===== src/rtl/dram_area_pkg.sv =====
// Shared types for the dual-area DRAM controller.
// Assumes: map codes are fixed by the bus-level configuration field.
package dram_area_pkg;
    typedef enum logic [2:0] {
        ST_IDLE, ST_ROW, ST_COL, ST_DATA, ST_CGAP, ST_PRE, ST_CBR_C, ST_CBR_R
    } dstate_t;

    localparam logic [2:0] MAP_A3_ONLY = 3'b100;
    localparam logic [2:0] MAP_BOTH    = 3'b101;
endpackage


===== src/rtl/dram_lane_decode.sv =====
// Byte-lane decoder: turns byte enables into active-high CAS lane masks.
// Assumes: area-3 lanes are ordered byte 3..0, area 2 uses bytes 1..0,
// and a refresh cycle strobes every lane of every mapped area.
module dram_lane_decode (
    input  logic       to_a3,
    input  logic       wide,
    input  logic       two_area,
    input  logic       cbr,
    input  logic [3:0] be,
    output logic [3:0] a3_lanes,
    output logic [1:0] a2_lanes
);
    // Select lanes for refresh, area-3 access or area-2 access.
    always_comb begin
        if (cbr) begin
            a3_lanes = wide ? 4'hF : 4'h3;
            a2_lanes = two_area ? 2'b11 : 2'b00;
        end else if (to_a3) begin
            a3_lanes = wide ? be : {2'b00, be[1:0]};
            a2_lanes = 2'b00;
        end else begin
            a3_lanes = 4'h0;
            a2_lanes = be[1:0];
        end
    end
endmodule


===== src/rtl/dram_addr_mux.sv =====
// Row/column multiplexer for the DRAM address pins.
// Assumes: the column advances by the beat index and wraps inside COL_W bits.
module dram_addr_mux #(
    parameter int ROW_W  = 10,
    parameter int COL_W  = 8,
    parameter int BEAT_W = 3,
    localparam int MA_W  = (ROW_W > COL_W) ? ROW_W : COL_W
) (
    input  logic              sel_row,
    input  logic [ROW_W-1:0]  row,
    input  logic [COL_W-1:0]  col,
    input  logic [BEAT_W-1:0] beat,
    output logic [MA_W-1:0]   ma
);
    logic [COL_W-1:0] col_eff;

    // Column of the current beat, then pick row or column.
    always_comb begin
        col_eff = col + COL_W'(beat);
        ma      = sel_row ? MA_W'(row) : MA_W'(col_eff);
    end
endmodule


===== src/rtl/dram_edo_capture.sv =====
// Read data capture with normal or extended-data-out sampling.
// Normal: latch on the rising edge that ends the CAS cycle.
// EDO: latch on the next falling edge, present on the following rising edge.
// Assumes: samp is a one-cycle pulse during the last CAS cycle of a read beat.
module dram_edo_capture #(
    parameter int DW = 32
) (
    input  logic          clk,
    input  logic          rst_n,
    input  logic          samp,
    input  logic          edo,
    input  logic [DW-1:0] dq_in,
    output logic [DW-1:0] rd_data,
    output logic          rd_valid
);
    logic          pend;
    logic [DW-1:0] cap;

    // Present read data: directly in normal timing, from the half-cycle latch in EDO.
    always_ff @(posedge clk) begin
        if (!rst_n) begin
            pend     <= 1'b0;
            rd_valid <= 1'b0;
            rd_data  <= '0;
        end else begin
            pend     <= samp & edo;
            rd_valid <= (samp & ~edo) | pend;
            if (samp & ~edo)
                rd_data <= dq_in;
            else if (pend)
                rd_data <= cap;
        end
    end

    // Half-clock-late sample for EDO parts.
    always_ff @(negedge clk) begin
        if (pend)
            cap <= dq_in;
    end

    // a pending EDO sample always produces valid data on the next edge.
    p_edo_delivers_r8: assert property (@(posedge clk) disable iff (!rst_n)
        pend |=> rd_valid);
endmodule


===== src/rtl/dram_area_ctrl.sv =====
// Dual-area DRAM controller: sequences row open, fast-page CAS beats,
// precharge and CAS-before-RAS refresh for areas 2 and 3.
// Assumes: the map, width and EDO inputs are held stable while not idle;
// all strobes are registered from the next-state decode.
module dram_area_ctrl
    import dram_area_pkg::*;
#(
    parameter int ROW_W  = 10,
    parameter int COL_W  = 8,
    localparam int ADDR_W = ROW_W + COL_W,
    localparam int MA_W   = (ROW_W > COL_W) ? ROW_W : COL_W,
    localparam int DW     = 32,
    localparam int BEAT_W = 3
) (
    input  logic              clk,
    input  logic              rst_n,
    input  logic [2:0]        dram_map,
    input  logic              a3_wide32,
    input  logic              edo_en,
    input  logic              req_valid,
    input  logic              req_area,
    input  logic              req_write,
    input  logic [ADDR_W-1:0] req_addr,
    input  logic [3:0]        req_be,
    input  logic [1:0]        req_len,
    output logic              req_ack,
    output logic              beat_rdy,
    input  logic [DW-1:0]     wdata,
    output logic [DW-1:0]     rd_data,
    output logic              rd_valid,
    input  logic              refresh_req,
    output logic              refresh_ack,
    output logic              ras_n,
    output logic              ras2_n,
    output logic [3:0]        cas_n,
    output logic [1:0]        cas2_n,
    output logic              dram_we_n,
    output logic [MA_W-1:0]   dram_addr,
    output logic [DW-1:0]     dq_out,
    output logic              dq_oe,
    input  logic [DW-1:0]     dq_in
);
    dstate_t st, nxt;

    logic a3_ok, a2_ok, area_ok, in_idle, acc_go, ref_go, last_beat;
    logic a3_q, wr_q, wide_q, two_q, edo_q;
    logic a3_d, wr_d, wide_d, two_d, edo_d;
    logic [3:0] be_q, be_d;
    logic [1:0] len_q, len_d;
    logic [ROW_W-1:0] row_q, row_d;
    logic [COL_W-1:0] col_q, col_d;
    logic [BEAT_W-1:0] beat_q, beat_d;
    logic act_n, cas_on, cbr_on;
    logic [3:0] a3_lanes;
    logic [1:0] a2_lanes;
    logic [MA_W-1:0] ma_d;

    // Map decode and request/refresh acceptance.
    always_comb begin
        a3_ok       = (dram_map == MAP_A3_ONLY) || (dram_map == MAP_BOTH);
        a2_ok       = (dram_map == MAP_BOTH);
        area_ok     = req_area ? a3_ok : a2_ok;
        in_idle     = (st == ST_IDLE);
        ref_go      = in_idle & refresh_req & a3_ok;
        acc_go      = in_idle & req_valid & area_ok & ~refresh_req;
        req_ack     = acc_go;
        refresh_ack = ref_go;
        beat_rdy    = (st == ST_DATA);
        last_beat   = (beat_q == BEAT_W'((4'd1 << len_q) - 4'd1));
        dq_out      = wdata;
    end

    // Next values of the latched request fields.
    always_comb begin
        a3_d = a3_q; wr_d = wr_q; wide_d = wide_q; two_d = two_q; edo_d = edo_q;
        be_d = be_q; len_d = len_q; row_d = row_q; col_d = col_q;
        if (acc_go) begin
            a3_d  = req_area;
            wr_d  = req_write;
            edo_d = edo_en & req_area;
            be_d  = req_be;
            len_d = req_len;
            row_d = req_addr[ADDR_W-1:COL_W];
            col_d = req_addr[COL_W-1:0];
        end else if (ref_go) begin
            wr_d  = 1'b0;
        end
        if (acc_go | ref_go) begin
            two_d  = a2_ok;
            wide_d = a3_wide32 & ~a2_ok;
        end
        if (acc_go)
            beat_d = '0;
        else if ((st == ST_DATA) && !last_beat)
            beat_d = beat_q + 1'b1;
        else
            beat_d = beat_q;
    end

    // Sequencer next state.
    always_comb begin
        case (st)
            ST_IDLE:  nxt = ref_go ? ST_CBR_C : (acc_go ? ST_ROW : ST_IDLE);
            ST_ROW:   nxt = ST_COL;
            ST_COL:   nxt = ST_DATA;
            ST_DATA:  nxt = last_beat ? ST_PRE : ST_CGAP;
            ST_CGAP:  nxt = ST_COL;
            ST_CBR_C: nxt = ST_CBR_R;
            ST_CBR_R: nxt = ST_PRE;
            default:  nxt = ST_IDLE;
        endcase
        act_n  = !(nxt inside {ST_ROW, ST_COL, ST_DATA, ST_CGAP});
        cas_on = (nxt inside {ST_COL, ST_DATA});
        cbr_on = (nxt inside {ST_CBR_C, ST_CBR_R});
    end

    dram_lane_decode u_lanes (
        .to_a3    (a3_d),
        .wide     (wide_d),
        .two_area (two_d),
        .cbr      (cbr_on),
        .be       (be_d),
        .a3_lanes (a3_lanes),
        .a2_lanes (a2_lanes)
    );

    dram_addr_mux #(.ROW_W(ROW_W), .COL_W(COL_W), .BEAT_W(BEAT_W)) u_amux (
        .sel_row (nxt == ST_ROW),
        .row     (row_d),
        .col     (col_d),
        .beat    (beat_d),
        .ma      (ma_d)
    );

    // State, latched request and registered DRAM pins.
    always_ff @(posedge clk) begin
        if (!rst_n) begin
            st <= ST_IDLE;
            a3_q <= 1'b0; wr_q <= 1'b0; wide_q <= 1'b0; two_q <= 1'b0; edo_q <= 1'b0;
            be_q <= '0; len_q <= '0; row_q <= '0; col_q <= '0; beat_q <= '0;
            ras_n <= 1'b1; ras2_n <= 1'b1; cas_n <= 4'hF; cas2_n <= 2'b11;
            dram_we_n <= 1'b1; dq_oe <= 1'b0; dram_addr <= '0;
        end else begin
            st <= nxt;
            a3_q <= a3_d; wr_q <= wr_d; wide_q <= wide_d; two_q <= two_d; edo_q <= edo_d;
            be_q <= be_d; len_q <= len_d; row_q <= row_d; col_q <= col_d; beat_q <= beat_d;
            ras_n     <= !((!act_n & a3_d) | (nxt == ST_CBR_R));
            ras2_n    <= !((!act_n & !a3_d) | ((nxt == ST_CBR_R) & two_d));
            cas_n     <= ~((cas_on | cbr_on) ? a3_lanes : 4'h0);
            cas2_n    <= ~((cas_on | cbr_on) ? a2_lanes : 2'b00);
            dram_we_n <= !(!act_n & wr_d);
            dq_oe     <= cas_on & wr_d;
            dram_addr <= ma_d;
        end
    end

    dram_edo_capture #(.DW(DW)) u_cap (
        .clk      (clk),
        .rst_n    (rst_n),
        .samp     ((st == ST_DATA) & ~wr_q),
        .edo      (edo_q),
        .dq_in    (dq_in),
        .rd_data  (rd_data),
        .rd_valid (rd_valid)
    );

    // a 16-bit area 3 never strobes the upper lanes.
    p_upper_quiet_r2: assert property (@(posedge clk) disable iff (!rst_n)
        !wide_q |-> (&cas_n[3:2]));
    // RAS stays high at least one clock after rising.
    p_precharge_r6: assert property (@(posedge clk) disable iff (!rst_n)
        $rose(ras_n) |=> ras_n);
    // CAS low with every RAS high happens only in the first refresh cycle.
    p_cbr_order_r11: assert property (@(posedge clk) disable iff (!rst_n)
        (!(&{cas_n, cas2_n}) && ras_n && ras2_n) |-> (st == ST_CBR_C));
    // both RAS lines low together only during refresh.
    p_area_excl_r3: assert property (@(posedge clk) disable iff (!rst_n)
        (!ras_n && !ras2_n) |-> (st == ST_CBR_R));
    // an unmapped configuration keeps the RAS lines idle.
    p_unmapped_r1: assert property (@(posedge clk) disable iff (!rst_n)
        (in_idle && !a3_ok) |=> (ras_n && ras2_n));
    // read-valid is a single-cycle pulse.
    p_rd_pulse_r7: assert property (@(posedge clk) disable iff (!rst_n)
        rd_valid |=> !rd_valid);
endmodule


===== config.mk =====
export PLATFORM = sky130hd
export DESIGN_NAME = dram_area_ctrl
export DESIGN_NICKNAME = d
export VERILOG_FILES = /design/src/rtl/dram_area_pkg.sv /design/src/rtl/dram_lane_decode.sv /design/src/rtl/dram_addr_mux.sv /design/src/rtl/dram_edo_capture.sv /design/src/rtl/dram_area_ctrl.sv
export SDC_FILE = /design/constraint.sdc
export NUM_CORES = 1
export LEC_CHECK = 0
export ABC_AREA = 0
export BUFFER_PORTS_ARGS = -buffer_cell sky130_fd_sc_hd__buf_4
export CAP_MARGIN = 15
export CORE_UTILIZATION = 48
export DETAILED_ROUTE_END_ITERATION = 8
export PLACE_DENSITY_LB_ADDON = 0.12
export SYNTH_ARGS = -nofsm -noshare
export SYNTH_HDL_FRONTEND = slang
export SYNTH_SLANG_ARGS = --single-unit

===== constraint.sdc =====
create_clock -name clk -period 3.3 [get_ports clk]
set_input_delay 0.33 -clock clk [delete_from_list [all_inputs] [get_ports clk]]
set_output_delay 0.33 -clock clk [all_outputs]
set_load 0.02 [all_outputs]

* Word-level counts from Yosys, hierarchy flattened
Cells that the tools add are included.
Storage, ports and cells: bits in registers 121, bits in latches 0, bits in writable memories 0, bits in read-only memories 0, output and inout port bits 88, logic and storage cells 109, memories kept 0
Operators by class: add/sub/neg operators 3, $mul 0, div/mod/pow operators 0, order comparisons 0, eq/ne operators 15, shift operators 1, multiplexer cells 27, bitwise operators 26, reduce and logical (&&, ||, !) cells 14
Operators by type and width (count):
- two-way mux 32 bit | 2
- equality test 3 bit (second input constant) | 8
- two-way mux 4 bit | 6
- one-hot mux 3 bit (6 select lines) | 1
- two-way mux 8 bit | 2
- bitwise AND 1 bit | 15
- equality test 3 x 2 -> 1 bit (second input constant) | 4
- two-way mux 10 bit | 1
- two-way mux 3 bit | 3
- adder 8 x 3 -> 8 bit | 1
- two-way mux 1 bit | 8
- two-way mux 2 bit | 4
- equality test 3 x 1 -> 1 bit (second input constant) | 2
- nonzero test 2 bit | 3
- zero test 1 bit | 5
- bitwise OR 1 bit | 5
- NOT 1 bit | 4
- NOT 4 bit | 1
- nonzero test 4 bit | 1
- adder 3 x 1 -> 3 bit (second input constant) | 1
- equality test 3 bit | 1
- zero test 3 bit | 1
- left shift 1 x 2 -> 3 bit (first input constant) | 1
- subtractor 3 x 1 -> 3 bit (second input constant) | 1
- other kinds (5) | 5

* Depth between registers and ports, before layout
Gate-level depths: netlist of run 1.
depth after elaboration 13, gate-level depth with buffers 15, mapped depth without buffers 13

* By module
A second synthesis of run 1 with hierarchy kept.
Unflattened totals: cell total of the unflattened synthesis 481, area total of the unflattened synthesis 5718.0 um2
By module, submodules not included:
- dram_edo_capture | instances 1, cells each 186, area an instance 2855.2 um2, seq. area each 1641.6 um2
- dram_area_ctrl | instances 1, cells each 235, area an instance 2443.6 um2, seq. area each 1101.1 um2
- dram_addr_mux | instances 1, cells each 51, area an instance 355.3 um2, seq. area each 0.0 um2
- dram_lane_decode | instances 1, cells each 9, area an instance 63.8 um2, seq. area each 0.0 um2

==> results.md, run 1 <==
- Resize count post-CTS: 0
- Max FO, Critical Path: 16
- Crit-path cells: or3_4, nor2_8, nand2_4, clkinv_2, mux2_1, ha_1, fa_1, a21o_1, nand2_1, nor2_1, xnor2_1, a211oi_1
- Critical path type: flip-flop to flip-flop
- WHS: 0.203 ns
- # fillers: 843
- P_leak: 2.39 nW
- Layout cells sized above 1: 0.279
- CTS tree: done
- Fin crit share: 0.903
- Share of power burned in combinational logic: 0.093
- Max Cap Violations: 0
- Mapped Cells: 449
- Status: finished, final reports clean
- Layout Utilization: 0.620
- Clock share of power: 0.361
- Final wirelength: 9910 microns
- Largest net degree at the start of global routing: 66
- Grt total ovfl: 0
- Crit path required time: 3.58 ns
- Synth warnings: 0
- Power, Total: 2.65 mW
- Clk_skew: 0.0520 ns
- Net Sw Frac: 0.283
- PD cells: 459 nW/um^2
- Cell area after synthesis: 4680 sq um
- Die area: 10100 sq um
- Postcts setup bufs: 0
- Clk Latency, worst-skew pair: 0.41 ns
- PnR worst setup slack: 0.319 ns
- CP Launch Type: flip-flop
- Ant. Diodes: 0
- RSZ-0062 raised after global routing: false
- # DRC: 0
- First-pass GRT wire length: 15800 microns
- Crit end category: flip-flop
- Core ar.: 9330 sq um
- Avg Vias per Cell: 5.08
- Row cnt: 35
- Ports: 187
- Synthesized net count: 553
- Synth cell types: 50
- Number of global-route vias before repair: 3276
- CTS max path bufs: 2
- Synth-to-Final Area Change: 23.6%
- Sequential Power Share: 0.546
- Clock-pin slew on the worst setup and hold paths: 0.12 ns
- Clock Sinks: 111
- DP Worst Slack: 0.352 ns
- # hold bufs at CTS: 0
- Slowest stage delay, CP: 0.47 ns
- Final min period: 2.98 ns
- Relative slew margins: 0.450
- Final hold viol count: 0
- Switching Power: 749 uW
- Final Net Count: 662
- Sequential fraction of the synthesis area: 0.543
- First DRT Iteration DRCs: 104
- Yosys reg bits: 111
- CP arrival: 3.26 ns
- Post-route ant nets: 0
- First-pass DRT Iterations: 4
- Die X: 101 microns
- Worst path slowest cell: or3_4
- Worst Tran Pin Value: 0.817 ns
- Root buffer cell: clkbuf_8
- Avg Synthesized Cell Area: 10.4 sq um
- # H-tree levels: 3
- EDFF count, synth: 32
- GPL Wtd Cong: 0.811
- CTS Buf Count: 9
- Top FF cell, synth: dfxtp_1
- Post-synth ARST share: 0
- Post-DP HPWL: 6980 microns
- Hold Path Class: primary input to flip-flop
- Initial antenna violation count: 0
- GRT Total Usage: 0.198
- IO buf count: 122
- Initial Util: 0.502
- Max frequency: 0.335 GHz
- Worst vdd ir: 0.250 mV
- P_int: 1.90 mW
- Overall die height: 101 microns
- DR WL/cell: 14.3 microns
- Final setup viols: 0
- Setup TNS: 0 ns
- Total number of vias: 3512
- Max Transition Viols Final: 0
state kept, by name (all words and copies together) (netlist names), 2 cells and up:
| name | count |
|---|---|
| cas2_n | 2 |
| u_cap.cap | 32 |
| dram_addr | 10 |
| be_q | 4 |
| st | 3 |
| u_cap.rd_data | 32 |
| len_q | 2 |
| col_q | 8 |
| cas_n | 4 |
| beat_q | 3 |
cell usage in the layout, fill, tap and decap left out, types with 2 or more instances in the layout:
master and instances:
buf_4 125, dfxtp_1 78, nor2_1 53, nand2_1 43
mux2i_1 37, inv_1 35, a211oi_1 34, edfxtp_1 32
a21oi_1 21, o21ai_0 11, clkbuf_8 9, xnor2_1 7
and2_1 6, nor3_1 5, nand3_1 5, nor3b_1 4
ha_1 4, o21ai_1 3, and3_1 3, a31oi_1 3
clkinv_8 3, buf_12 3, nand4_1 2, xor2_1 2
mux2_2 2, nor2b_1 2, a21o_1 2, inv_8 2
cell families (layout without fill, tap and decap cells):
kind of cell / after synthesis / in the layout / share of synthesized area
multiplexers: 41 / 41 / 0.0893
buffers and inverters: 67 / 181 / 0.0880
flip-flops: 111 / 111 / 0.543
XOR/XNOR: 9 / 9 / 0.0168
AND/OR/NAND/NOR: 134 / 134 / 0.132
adder cells (fa/ha/maj): 5 / 5 / 0.0150
AO/OA/AOI/OAI: 82 / 82 / 0.116
path summary, 6_finish.rpt:
check	start	end	slack [ns]	cells after the start
worst min register to register	edo_q	u_cap.pend	0.44	2
worst max register to register	st[1]	dram_addr[6]	0.32	12
worst max-delay path	st[1]	dram_addr[6]	0.32	12
worst min-delay path	req_addr[3]	col_q[3]	0.20	3
power groups by stage:
stage / logic (mW) / clock network, mW / registers (mW)
final: 0.246 / 0.957 / 1.45
after global routing: 0.267 / 1.07 / 1.45
after CTS: 0.246 / 0.982 / 1.45
after detailed placement: 0.246 / 0.0600 / 1.48
after global placement: 0.242 / 0.0600 / 1.48
after floorplan: 0.163 / 0.0600 / 1.50
per-layer routing:
metal  part of all wire  GRT usage  vias to the layer above
met5                  0          0                        -
li1                   -          -                     1748
met3              0.063     0.0423                       29
met1               0.45      0.266                     1612
met4              0.022     0.0858                        0
met2               0.46      0.310                      123
worst max-delay path: cells and delay by family (launching register included):
family                     cells  cell delay, ns
AOI/OAI and AO/OA              2            0.38
muxes                          1            0.36
buffers and inverters          1            0.17
xor gates and xnor gates       1            0.12
and+or+nand+nor                5            0.83
DFF                            1            0.43
adders and majority gates      2            0.61
cell usage after synthesis (6+ instances only):
cell type / instances / area (sq um)
dfxtp_1: 79 / 1580
nor2_1: 53 / 199
nand2_1: 43 / 161
mux2i_1: 37 / 370
a211oi_1: 34 / 255
buf_4: 34 / 255
edfxtp_1: 32 / 961
a21oi_1: 21 / 105
clkbuf_1: 17 / 63.8
o21ai_0: 11 / 55.1
xnor2_1: 7 / 61.3
and2_1: 6 / 37.5
buf_2: 6 / 30.0
cell type report:
type	count	area, sq um	share of cell area
clock inverters	39	205	0.0355
multi-input cells	271	1730	0.299
inverters	5	20.0	0.00346
well taps	129	161	0.0279
repair buffers	128	998	0.173
clock buffers	9	124	0.0214
flip-flops and latches	111	2550	0.440
metrics by stage:
stage	instance area, sq um	instances
2_1_floorplan	4680	449
3_3_place_gp	5440	644
3_5_place_dp	5440	644
4_1_cts	5760	691
5_1_grt	5780	692
6_report	5780	692
Note: power is estimated with default switching activity, not from simulation.
==> run 2, diff against run 1 <==
ABC_AREA = 1   (was 0)
CORE_UTILIZATION = 49   (was 48)
==> run 2 against run 1 <==
Via count grew 19%. Clock skew shrank 0.024 ns. Routed wire length grew 15%.
==> results.md, run 2 <==
- Relative slew margins: 0.430 (-0.0193)
- Row cnt: 36 (+2.9%)
- CP Launch Type: flip-flop
- Core ar.: 9730 sq um (+4.3%)
- Yosys reg bits: 117 (+5.4%)
- Most frequent cells in the layout: nand2_1 (131), buf_4 (127), dfxtp_1 (84)
- # DRC: 0 (unchanged)
- Worst vdd ir: 0.416 mV (+66%)
- Final wirelength: 11400 microns (+15%)
- Post-route ant nets: 0 (unchanged)
- PD cells: 586 nW/um^2 (+28%)
- Worst Tran Pin Value: 0.853 ns (+0.0363 ns)
- Synth area leaders: dfxtp_1 (35%), edfxtp_1 (20%), nand2_1 (10%)
- EDFF count, synth: 32 (unchanged)
- Avg Vias per Cell: 5.00 (-1.4%)
- CP arrival: 1.41 ns (-1.85 ns)
- Initial Util: 0.504 (+0.00231)
- Hold Path Class: primary input to flip-flop
- Mapped Cells: 572 (+27%)
- Die X: 102 microns (+1.3%)
- Number of global-route vias before repair: 3778 (+15%)
- Layout cells sized above 1: 0.253 (-0.0257)
- RR Startpoint: u_cap.pend
- Cell area after synthesis: 4900 sq um (+4.8%)
- Final setup viols: 0 (unchanged)
- # fillers: 871 (+3.3%)
- Largest net degree at the start of global routing: 47 (-29%)
- First-pass DRT Iterations: 4 (unchanged)
- Crit path required time: 1.82 ns (-1.76 ns)
- Post-synth ARST share: 0 (unchanged)
- Clock Sinks: 117 (+5.4%)
- Setup TNS: 0 ns (unchanged)
- CTS max path bufs: 2 (unchanged)
- DR WL/cell: 13.7 microns (-4.4%)
- Power, Total: 3.69 mW (+39%)
- Clk Latency, worst-skew pair: 0.52 ns (+0.11 ns)
- GPL Wtd Cong: 0.808 (-0.33%)
- RSZ-0062 raised after global routing: false
- Initial antenna violation count: 0 (unchanged)
- Crit-path cells: buf_12
- Largest regs: u_cap.cap (32), u_cap.rd_data (32), dram_addr (10)
- Die area: 10400 sq um (+2.6%)
- Worst R2R Setup Slack: 0.41 ns (+0.09 ns)
- Ports: 187 (unchanged)
- Slowest stage delay, CP: 0.60 ns (+0.13 ns)
- Max Transition Viols Final: 0 (unchanged)
- Total number of vias: 4184 (+19%)
- Sequential fraction of the synthesis area: 0.543 (about the same)
- Synth-to-Final Area Change: 28.6%
- Top FF cell, synth: dfxtp_1
- CTS Buf Count: 17 (+8)
- Non-Filler Instances: 836 (+21%)
- Most frequent cell after synthesis: nand2_1
- Clk_skew: 0.0276 ns (-0.0243 ns)
- Resize count post-CTS: 0 (unchanged)
- GRT Total Usage: 0.222 (+0.0236)
- Clock-pin slew on the worst setup and hold paths: 0.06 ns (-0.06 ns)
- Crit path from: u_cap.pend
- Dpl cells: 773 (+20%)
- Cell taking the most area after synthesis: dfxtp_1
- Status: finished, final reports clean
- WHS: 0.0645 ns (-0.139 ns)
- Max Cap Violations: 0 (unchanged)
- Synth warnings: 0 (unchanged)
- Crit path max-delay family: flip-flops
- Overall die height: 102 microns (+1.3%)
- Avg Synthesized Cell Area: 8.57 sq um (-18%)
- Commonest non-fill, non-tap cell in the layout: nand2_1
- First-pass GRT wire length: 17500 microns (+11%)
- CTS tree: done
- First DRT Iteration DRCs: 124 (+19%)
- Final Net Count: 794 (+20%)
- Final hold viol count: 0 (unchanged)
- Grt total ovfl: 0 (unchanged)
- P_leak: 2.75 nW (+15%)
- Most instantiated cells after synthesis: nand2_1 (131), dfxtp_1 (85), nor2_1 (58), nand3_1 (54), inv_1 (43)
- Synth cell types: 33 (-34%)
- Buf/Inv on CP: 1 (unchanged)
- Synthesized net count: 676 (+22%)
- Max FO, Critical Path: 45 (+29)
- Root buffer cell: clkbuf_8
- Post-DP HPWL: 7510 microns (+7.6%)
- IO buf count: 122 (unchanged)
- Worst path slowest cell: dfxtp_2
- Hold Startpoint: req_len[0]
- # hold bufs at CTS: 0 (unchanged)
- Post-synth top area share: 0.347 (+0.00906)
- Critical path type: flip-flop to flip-flop
- # H-tree levels: 4 (+1)
- Postcts setup bufs: 0 (unchanged)
- Crit end category: flip-flop
- Ant. Diodes: 0 (unchanged)
[run 2: path summary, 6_finish.rpt]
| check | cells after the start | to |
|---|---|---|
| worst max-delay path | 1 | u_cap.cap[0] |
| worst min-delay path | 3 | len_q[0] |
| worst max register to register | 1 | u_cap.cap[0] |
| worst min register to register | 1 | u_cap.pend |
[run 2: area by class of cell]
| cell class | count | area, sq um | share of cell area |
|---|---|---|---|
| flip-flops and latches | 117 | 2660 | 0.423 |
| multi-input cells | 347 | 1650 | 0.261 |
| repair buffers | 128 | 973 | 0.154 |
| clock buffers | 19 | 453 | 0.0719 |
| clock inverters | 45 | 220 | 0.0349 |
| inverters | 47 | 179 | 0.0284 |
| well taps | 133 | 166 | 0.0264 |
[run 2: layer usage]
layer / up-vias / global-route usage / wire length, microns
li1: 2086 / - / -
met1: 1933 / 0.268 / 5030
met2: 148 / 0.360 / 5450
met3: 17 / 0.0670 / 803
met4: 0 / 0.111 / 165
met5: - / 0 / 0
[run 2: metrics by stage]
| stage | setup WS, ns | util | instance area, sq um |
|---|---|---|---|
| 4_1_cts | 0.393 | 0.648 | 6300 |
| 6_report | 0.410 | 0.648 | 6300 |
| 3_3_place_gp | 0.479 | 0.579 | 5630 |
| 5_1_grt | 0.331 | 0.648 | 6300 |
| 3_5_place_dp | 0.441 | 0.579 | 5630 |
| 2_1_floorplan | 0.277 | - | 4900 |
[run 2: cells by family (layout without fill, tap and decap cells)]
logic type | count (synthesis) | in the layout | share of synthesized area
simple gates | 269 | 269 | 0.235
flops | 117 | 117 | 0.543
buf+inv | 108 | 239 | 0.121
compound gates | 70 | 70 | 0.0811
fa+ha+maj | 5 | 5 | 0.0143
xor+xnor | 3 | 3 | 0.00536
[run 2: where the power goes]
part / internal, mW / total [mW] / switching [mW]
clock network: 1.05 / 1.84 / 0.786
logic: 0.133 / 0.324 / 0.191
registers: 1.51 / 1.53 / 0.0190
==> run 3, diff against run 2 <==
ABC_AREA = not set   (was 1)
CORE_UTILIZATION = 48   (was 49)
clock period = 2.95 ns   (was 3.3 ns; I/O delays follow)
==> run 3 against run 2 <==
Routed wire length shrank 13%. Sequential share of layout area rose by 1.6 points. Sequential power increased by 6%. Critical endpoint is now dram_addr[7]. Largest cell class unchanged. Highest routed layer unchanged.
==> results.md, run 3 (same netlist as run 1, synthesis figures left out) <==
- Status: finished, final reports clean
- Initial antenna violation count: 0 (unchanged)
- Layout cells sized above 1: 0.287 (+0.0338)
- DR WL/cell: 14.3 microns (+4.7%)
- Overall die height: 101 microns (-1.3%)
- IO buf count: 122 (unchanged)
- Largest net degree at the start of global routing: 66 (+40%)
- Clk_skew: 0.0573 ns (+0.0297 ns)
- Number of global-route vias before repair: 3381 (-11%)
- Relative slew margins: 0.446 (+0.0158)
- Row cnt: 35 (-2.8%)
- # DRC: 0 (unchanged)
- Clock Sinks: 111 (-5.1%)
- Crit-path cells: or3_4, nor2_8, nand2_4, clkinv_2, buf_4, mux2_2, ha_1, a21oi_1, nor3_1, xnor2_1, a211oi_1
- Hold Path Stages: 3 (unchanged)
- Fin crit share: 0.924
- Crit end category: flip-flop
- Final Net Count: 667 (-16%)
- Final min period: 2.72 ns
- Core ar.: 9330 sq um (-4.1%)
- Root buffer cell: clkbuf_8
- Placed inst area: 5470 sq um (-2.8%)
- First-pass GRT wire length: 16100 microns (-8.2%)
- Final hold viol count: 0 (unchanged)
- CTS Buf Count: 9 (-8)
- Max Transition Viols Final: 0 (unchanged)
- CTS max path bufs: 2 (unchanged)
- Die X: 101 microns (-1.3%)
- Final wirelength: 9990 microns (-13%)
- CP arrival: 2.99 ns (+1.58 ns)
- Die area: 10100 sq um (-2.5%)
- RSZ-0062 raised after global routing: false
- GPL Wtd Cong: 0.782 (-3.2%)
- Resize count post-CTS: 0 (unchanged)
- CP Launch Type: flip-flop
- Post-route ant nets: 0 (unchanged)
- GRT Total Usage: 0.202 (-0.0194)
- PD cells: 505 nW/um^2 (-14%)
- Synth-to-Final Area Change: 24.1%
- Worst Tran Pin Value: 0.822 ns (-0.0312 ns)
- Final setup viols: 0 (unchanged)
- Crit path required time: 3.22 ns (+1.40 ns)
- Total number of vias: 3478 (-17%)
- First DRT Iteration DRCs: 116 (-6.5%)
- Grt total ovfl: 0 (unchanged)
- Postcts setup bufs: 0 (unchanged)
- # fillers: 831 (-4.6%)
- Slowest stage delay, CP: 0.43 ns (-0.17 ns)
- Hold Path Class: primary input to flip-flop
- Max frequency: 0.367 GHz
- # hold bufs at CTS: 0 (unchanged)
- Initial Util: 0.502 (-0.00231)
- Max FO, Critical Path: 13 (-71%)
- Commonest non-fill, non-tap cell in the layout: buf_4
- Setup TNS: 0 ns (unchanged)
- Worst vdd ir: 0.312 mV (-25%)
- Most frequent cells in the layout: buf_4 (130), dfxtp_1 (77), nor2_1 (53)
- Ant. Diodes: 0 (unchanged)
- CTS tree: done
- Ports: 187 (unchanged)
- R2r worst-path depth: 11 (+10)
- P_leak: 2.41 nW (-12%)
- Clk Latency, worst-skew pair: 0.41 ns (-0.11 ns)
- Avg Vias per Cell: 4.99 (-0.30%)
- Post-layout instance area: 5810 sq um (-7.9%)
- Largest regs: u_cap.cap (32), u_cap.rd_data (32), dram_addr (10)
- Worst path slowest cell: or3_4
- # H-tree levels: 3 (-1)
- Max Cap Violations: 0 (unchanged)
- Clock-pin slew on the worst setup and hold paths: 0.11 ns (+0.05 ns)
- First-pass DRT Iterations: 4 (unchanged)
- Critical path type: flip-flop to flip-flop
- Post-DP HPWL: 6950 microns (-7.5%)
run 3: changes by cell type in the layout (fill, tap and decap cells not counted), moves of 5 or more:
cell	before	now
a211oi_1	1	34
xnor2_1	2	7
dfxtp_1	84	77
inv_1	74	35
and2_1	0	6
a21oi_1	8	21
nor2_1	58	53
a31oi_1	32	3
nand3_1	54	5
nand2_1	131	43
clkbuf_8	2	9
clkbuf_16	17	0
mux2i_1	0	37
o21ai_0	25	11
run 3: layout make-up:
cell class                      count  area [sq um]  area share
Clock buffer                        9           124      0.0213
Inverter                            5          20.0     0.00345
Sequential cell                   111          2550       0.439
Multi-Input combinational cell    271          1730       0.297
Clock inverter                     39           193      0.0332
Tap cell                          129           161      0.0278
Timing Repair Buffer              133          1040       0.178
run 3: final timing paths:
kind	slack, ns	endpoint	from
setup reg to reg	0.23	dram_addr[7]	st[1]
hold / removal	0.16	col_q[3]	req_addr[3]
setup / recovery	0.23	dram_addr[7]	st[1]
hold reg to reg	0.45	u_cap.pend	edo_q
run 3: per-layer routing:
metal,wire (microns),track usage,share of wire,up-vias
met5,0,0,0,-
met2,4640,0.321,0.46,125
met1,4420,0.268,0.44,1561
met3,716,0.0395,0.072,28
met4,218,0.0936,0.022,0
li1,-,-,-,1764
run 3: critical path: cells and delay by family (launching register included):
kind,cells,cell delay [ns]
simple gates,4,0.73
compound gates,2,0.49
mux,1,0.36
flops,1,0.33
fa+ha+maj,1,0.31
buf+inv,2,0.27
xor+xnor,1,0.14
run 3: report_power, final:
group	total (mW)	switching [mW]	internal, mW
Sequential	1.62	0.0161	1.60
Combinational	0.286	0.150	0.136
Clock	1.03	0.647	0.384
Total	2.93	0.813	2.12
run 3: metrics by stage:
stage	hold WS [ns]	setup slack [ns]	utilization	cells	power, mW
floorplan	0.423	0.102	-	449	1.92
global placement	0.428	0.298	0.587	649	1.99
detailed placement	0.438	0.210	0.587	649	2.00
CTS	0.145	0.196	0.620	696	2.97
global route	0.145	0.0435	0.623	697	3.09
finish	0.164	0.225	0.623	697	2.93
